===== src/rtl/host_sess_pkg.sv =====
package host_sess_pkg;

  typedef enum logic [2:0] {
    ST_IDLE = 3'd0,
    ST_WAIT = 3'd1,
    ST_DEB  = 3'd2,
    ST_RST  = 3'd3,
    ST_CONN = 3'd4,
    ST_SHUT = 3'd5
  } sessState_t;

  localparam int NUM_STATES = 6;

  // strobes from control to the timer datapath
  typedef struct packed {
    logic clrAll;    // state change: restart both counters
    logic cntWait;   // count ticks in the connect window
    logic cntPhase;  // count ticks in debounce or reset
    logic clrPhase;  // restart the phase counter
  } timerCtl_t;

endpackage


===== src/rtl/host_sess_timer.sv =====
module host_sess_timer
  import host_sess_pkg::*;
#(
  parameter int CNT_W = 16
) (
  input  logic             clk,
  input  logic             rstN,
  input  logic             msTick,
  input  timerCtl_t        ctl,
  input  logic [CNT_W-1:0] cfgConnectLimit,
  input  logic [CNT_W-1:0] cfgDebounce,
  input  logic [CNT_W-1:0] cfgResetWidth,
  output logic             waitDone,
  output logic             debDone,
  output logic             rstDone
);

  localparam logic [CNT_W:0] ONE = (CNT_W+1)'(1);
  localparam logic [CNT_W-1:0] CNT_MAX = '1;

  logic [CNT_W-1:0] waitCnt;
  logic [CNT_W-1:0] phaseCnt;
  logic [CNT_W:0]   waitNext;
  logic [CNT_W:0]   phaseNext;

  assign waitNext  = {1'b0, waitCnt} + ONE;
  assign phaseNext = {1'b0, phaseCnt} + ONE;

  // a limit is reached on the tick that brings the count up to it
  assign waitDone = msTick && (waitNext >= {1'b0, cfgConnectLimit});
  assign debDone  = msTick && (phaseNext >= {1'b0, cfgDebounce});
  assign rstDone  = msTick && (phaseNext >= {1'b0, cfgResetWidth});

  always_ff @(posedge clk or negedge rstN) begin
    if (!rstN) begin
      waitCnt <= '0;
    end else if (ctl.clrAll) begin
      waitCnt <= '0;
    end else if (ctl.cntWait && msTick && waitCnt != CNT_MAX) begin
      waitCnt <= waitCnt + 1'b1;
    end
  end

  always_ff @(posedge clk or negedge rstN) begin
    if (!rstN) begin
      phaseCnt <= '0;
    end else if (ctl.clrAll || ctl.clrPhase) begin
      phaseCnt <= '0;
    end else if (ctl.cntPhase && msTick && phaseCnt != CNT_MAX) begin
      phaseCnt <= phaseCnt + 1'b1;
    end
  end

endmodule


===== src/rtl/host_sess_fsm.sv =====
module host_sess_fsm
  import host_sess_pkg::*;
(
  input  logic                  clk,
  input  logic                  rstN,
  input  logic                  dpConnect,
  input  logic                  sessValid,
  input  logic                  powerReq,
  input  logic                  waitDone,
  input  logic                  debDone,
  input  logic                  rstDone,
  output timerCtl_t             ctl,
  output logic                  vbusEn,
  output logic                  busResetDrive,
  output logic                  sessionEnd,
  output logic [NUM_STATES-1:0] stateOneHot
);

  sessState_t state, nxt;
  logic sessValidQ;
  logic sessFall;

  assign vbusEn = (state == ST_WAIT) || (state == ST_DEB) ||
                  (state == ST_RST)  || (state == ST_CONN);
  assign busResetDrive = (state == ST_RST);
  assign sessFall = vbusEn && sessValidQ && !sessValid;

  always_comb begin
    nxt          = state;
    ctl.cntWait  = 1'b0;
    ctl.cntPhase = 1'b0;
    ctl.clrPhase = 1'b0;
    unique case (state)
      ST_IDLE: if (powerReq) nxt = ST_WAIT;
      ST_WAIT: begin
        ctl.cntWait = 1'b1;
        if (dpConnect)     nxt = ST_DEB;
        else if (waitDone) nxt = ST_SHUT;
      end
      ST_DEB: begin
        if (dpConnect) begin
          ctl.cntPhase = 1'b1;
          if (debDone) nxt = ST_RST;
        end else begin
          ctl.clrPhase = 1'b1;
          ctl.cntWait  = 1'b1;
          if (waitDone) nxt = ST_SHUT;
        end
      end
      ST_RST: begin
        ctl.cntPhase = 1'b1;
        if (rstDone) nxt = ST_CONN;
      end
      ST_CONN: if (!dpConnect) nxt = ST_WAIT;
      ST_SHUT: if (!sessValid) nxt = ST_IDLE;
      default: nxt = ST_IDLE;
    endcase
    if (sessFall) nxt = ST_SHUT;
    ctl.clrAll = (nxt != state);
  end

  always_ff @(posedge clk or negedge rstN) begin
    if (!rstN) begin
      state      <= ST_IDLE;
      sessValidQ <= 1'b0;
      sessionEnd <= 1'b0;
    end else begin
      state      <= nxt;
      sessValidQ <= sessValid;
      sessionEnd <= (state == ST_SHUT) && (nxt == ST_IDLE);
    end
  end

  always_comb begin
    stateOneHot = '0;
    stateOneHot[state] = 1'b1;
  end

endmodule


===== src/rtl/host_session_ctl.sv =====
module host_session_ctl
  import host_sess_pkg::*;
#(
  parameter int CNT_W = 16
) (
  input  logic             clk,
  input  logic             rstN,
  input  logic             msTick,
  input  logic             dpConnect,
  input  logic             sessValid,
  input  logic             powerReq,
  input  logic [CNT_W-1:0] cfgConnectLimit,
  input  logic [CNT_W-1:0] cfgDebounce,
  input  logic [CNT_W-1:0] cfgResetWidth,
  output logic             vbusEn,
  output logic             busResetDrive,
  output logic             sessionEnd,
  output logic [5:0]       stateOneHot
);

  timerCtl_t ctl;
  logic waitDone, debDone, rstDone;

  host_sess_timer #(.CNT_W(CNT_W)) u_timer (
    .clk(clk), .rstN(rstN), .msTick(msTick), .ctl(ctl),
    .cfgConnectLimit(cfgConnectLimit), .cfgDebounce(cfgDebounce),
    .cfgResetWidth(cfgResetWidth),
    .waitDone(waitDone), .debDone(debDone), .rstDone(rstDone)
  );

  host_sess_fsm u_fsm (
    .clk(clk), .rstN(rstN), .dpConnect(dpConnect), .sessValid(sessValid),
    .powerReq(powerReq), .waitDone(waitDone), .debDone(debDone),
    .rstDone(rstDone), .ctl(ctl), .vbusEn(vbusEn),
    .busResetDrive(busResetDrive), .sessionEnd(sessionEnd),
    .stateOneHot(stateOneHot)
  );

endmodule


===== config.mk =====
export PLATFORM = sky130hd
export DESIGN_NAME = host_session_ctl
export DESIGN_NICKNAME = d
export VERILOG_FILES = /design/src/rtl/host_sess_pkg.sv /design/src/rtl/host_sess_timer.sv /design/src/rtl/host_sess_fsm.sv /design/src/rtl/host_session_ctl.sv
export SDC_FILE = /design/constraint.sdc
export NUM_CORES = 1
export LEC_CHECK = 0
export BUFFER_PORTS_ARGS = -buffer_cell sky130_fd_sc_hd__buf_2
export CAP_MARGIN = 5
export CORE_MARGIN = 2
export CORE_UTILIZATION = 52
export DETAILED_ROUTE_END_ITERATION = 8
export PLACE_DENSITY = 0.88
export SETUP_SLACK_MARGIN = 0.2
export SYNTH_ARGS = -nofsm -noshare
export SYNTH_HDL_FRONTEND = slang
export SYNTH_HIERARCHICAL = 1
export SYNTH_SLANG_ARGS = --single-unit

===== constraint.sdc =====
create_clock -name clk -period 4.5 [get_ports clk]
set_clock_uncertainty 0.15 [all_clocks]
set_input_delay 0.225 -clock clk [delete_from_list [all_inputs] [get_ports clk]]
set_output_delay 0.225 -clock clk [all_outputs]
set_load 0.05 [all_outputs]

==> run metrics <==
status=complete, but fails checks; failing checks=setup timing; asr flop ratio synth=100%; Worst Tran Pin Value=813 ps; Antenna diodes=0; Final HPWL DP=6500 um; static leakage=2.37 nW; CTS Buf Count=5; Die W=88.5 um; Max Clk Rate=219 MHz; Final nets=644; CP Capture Type=register; register area share after synthesis=24.9%; Post-synth EDFFs=0; die area=7830 sq um; setup violators final=4; final WL=10100 um; row count=30; first-pass GRT wire length=15100 um; area leader, netlist=dfrtp_1; Final Hold Vio Count=0; Routed WL per cell=15.8 um; CTS max path bufs=2; I/O pin count=63; ys flop type=dfrtp_1; Starting Density=54.0%; max_cap viols=0; post-synthesis area per instance=8.18 sq um; Ys Warns=6; Root Driver=clkbuf_8; RSZ-0062 raised after global routing=yes; die span in y=88.5 um; routed vias/inst=5.72; clock net sink count=37; Pwr Density=297 nW/um^2; post-route ant nets=0; hold_ws=372 ps; Placer Congestion=0.920; Post-Syn Nets=558; critical path fanouts, max=5; PortBufs=62; hold crit path type=in -> reg; largest net degree at the start of global routing=38; synth cell count leaders=ha_1 (50), nor2_1 (48), inv_1 (47); Syn Inst Count=454; DRT Pass-1 Iters=5; GRT Overall Usage=23.9%; final worst slack=-65.7 ps; fin crit share=101%; Critical Path AT=4640 ps; type of the worst setup path=reg -> reg; largest cells by area after synthesis=dfrtp_1 (25%), ha_1 (17%), xnor2_1 (7.5%); Seq cells post-synth=37; DR vias=3643; setup TNS=-91.2 ps; # DRC=0; worst rel slew slack=45.8%; synthesized area=3710 sq um; worst-skew pair later-pin latency=290 ps; vias in the first global route=3469; Slew Limit Fails=0; GRT Residual Overflow=0; Area growth syn-to-layout=27.3%; CTS clk-pin slew, worst paths=80 ps; Distinct cells, synth=54; Synth top area share=24.9%; DR iter-0 viols=209; initial antenna violation count=0; crit path time final=4570 ps; share of cells above drive strength 1=32.3%; maximum vdd ir drop=241 uV; # fillers=504; H-tree level count=2; count leader, synth=ha_1; core area=6870 sq um; CTS tree=yes; critical path required time=4580 ps; critical path launch point type=register
## state kept, by name, indices dropped and copies added (netlist names)
name and flops:
u_fsm/sessionEnd 1, u_fsm/state 3, u_timer/waitCnt 16, u_timer/phaseCnt 16
u_fsm/sessValidQ 1
## timing repair
item	CTS	global route
hold endpoints to repair	38	0
cloned	0	1
gates resized for setup	23	41
setup endpoints to repair	17	32
setup buffers	16	11
hold buffers	2	0
pin swaps	14	28
## worst paths after layout
path,start,endpoint,slack (ps),cells past startpoint
max,u_timer/phaseCnt[7],u_timer/waitCnt[9],-70,15
min,dpConnect,u_fsm/state[1],370,4
max reg2reg,u_timer/phaseCnt[7],u_timer/waitCnt[9],-70,15
min reg2reg,u_timer/waitCnt[15],u_timer/waitCnt[15],460,2
max in group asynchronous,rstN,u_timer/phaseCnt[9],3220,2
min in group asynchronous,rstN,u_timer/waitCnt[13],410,2
## cells in the final DEF (no fill, tap or decap), types with 6 or more instances in the layout
master,Yosys,routed
buf_4,1,32
nand3_1,17,15
nand4_1,14,14
dfrtp_1,37,25
dfrtp_2,0,12
nor3_1,11,9
buf_2,2,62
and2_1,5,6
xor2_1,23,20
o21ai_0,13,12
a21o_1,10,10
nor2_1,48,30
a21oi_1,20,17
nand2_1,25,25
nor2_2,0,16
nor4_1,6,6
inv_1,47,47
nor2b_1,6,6
xnor2_1,32,29
ha_1,50,48
## cell type report
| class | count | area, sq um | area share [%] |
|---|---|---|---|
| Timing Repair Buffer | 96 | 571 | 12.1 |
| Clock buffer | 5 | 68.8 | 1.46 |
| Tap cell | 96 | 120 | 2.54 |
| Sequential cell | 37 | 941 | 19.9 |
| Multi-Input combinational cell | 353 | 2780 | 58.8 |
| Clock inverter | 3 | 68.8 | 1.46 |
| Inverter | 47 | 176 | 3.73 |
## routing by layer
| layer | share of wire (%) | track usage [%] |
|---|---|---|
| met5 | 0 | 0 |
| met4 | 2.5 | 7.85 |
| met3 | 5.3 | 3.08 |
| met2 | 52 | 43.7 |
| met1 | 40 | 29.0 |
## critical path: stages, from the launching register on
cell      delay [ps]
dfrtp_1          400
nand4_1          120
or4_4            610
xnor2_2          170
ha_1             320
nand4_1          140
nor4_1           330
a221oi_1         150
a31oi_2          310
mux2i_1          140
a21oi_2          240
nor2_2            80
or4_1            430
a211o_1          320
or4_1            530
nand2_1           90
## metrics by stage
step                      cell area [sq um]  setup slack [ps]  cells  util, %  total power [mW]
after floorplan                        3780               201    454        -             0.868
after global placement                 4130               120    599     60.1             0.914
after detailed placement               4130              29.7    599     60.1             0.929
after CTS                              4490               203    625     65.4              1.30
after global routing                   4730              -111    637     68.8              1.47
final                                  4730             -65.7    637     68.8              1.40
## cell families after synthesis
family          after synthesis  share of synthesized area (%)
flops                        37                           24.9
mux                           3                          0.809
xor+xnor                     55                           13.0
buf+inv                      65                           7.18
compound gates               75                           13.3
fa+ha+maj                    50                           16.9
simple gates                169                           23.9
## power by group
group | switching (mW) | internal (mW)
clock | 0.126 | 0.223
sequential | 0.0636 | 0.350
combinational | 0.421 | 0.219
total | 0.610 | 0.792
No activity file was read; power rests on OpenSTA's default activity.
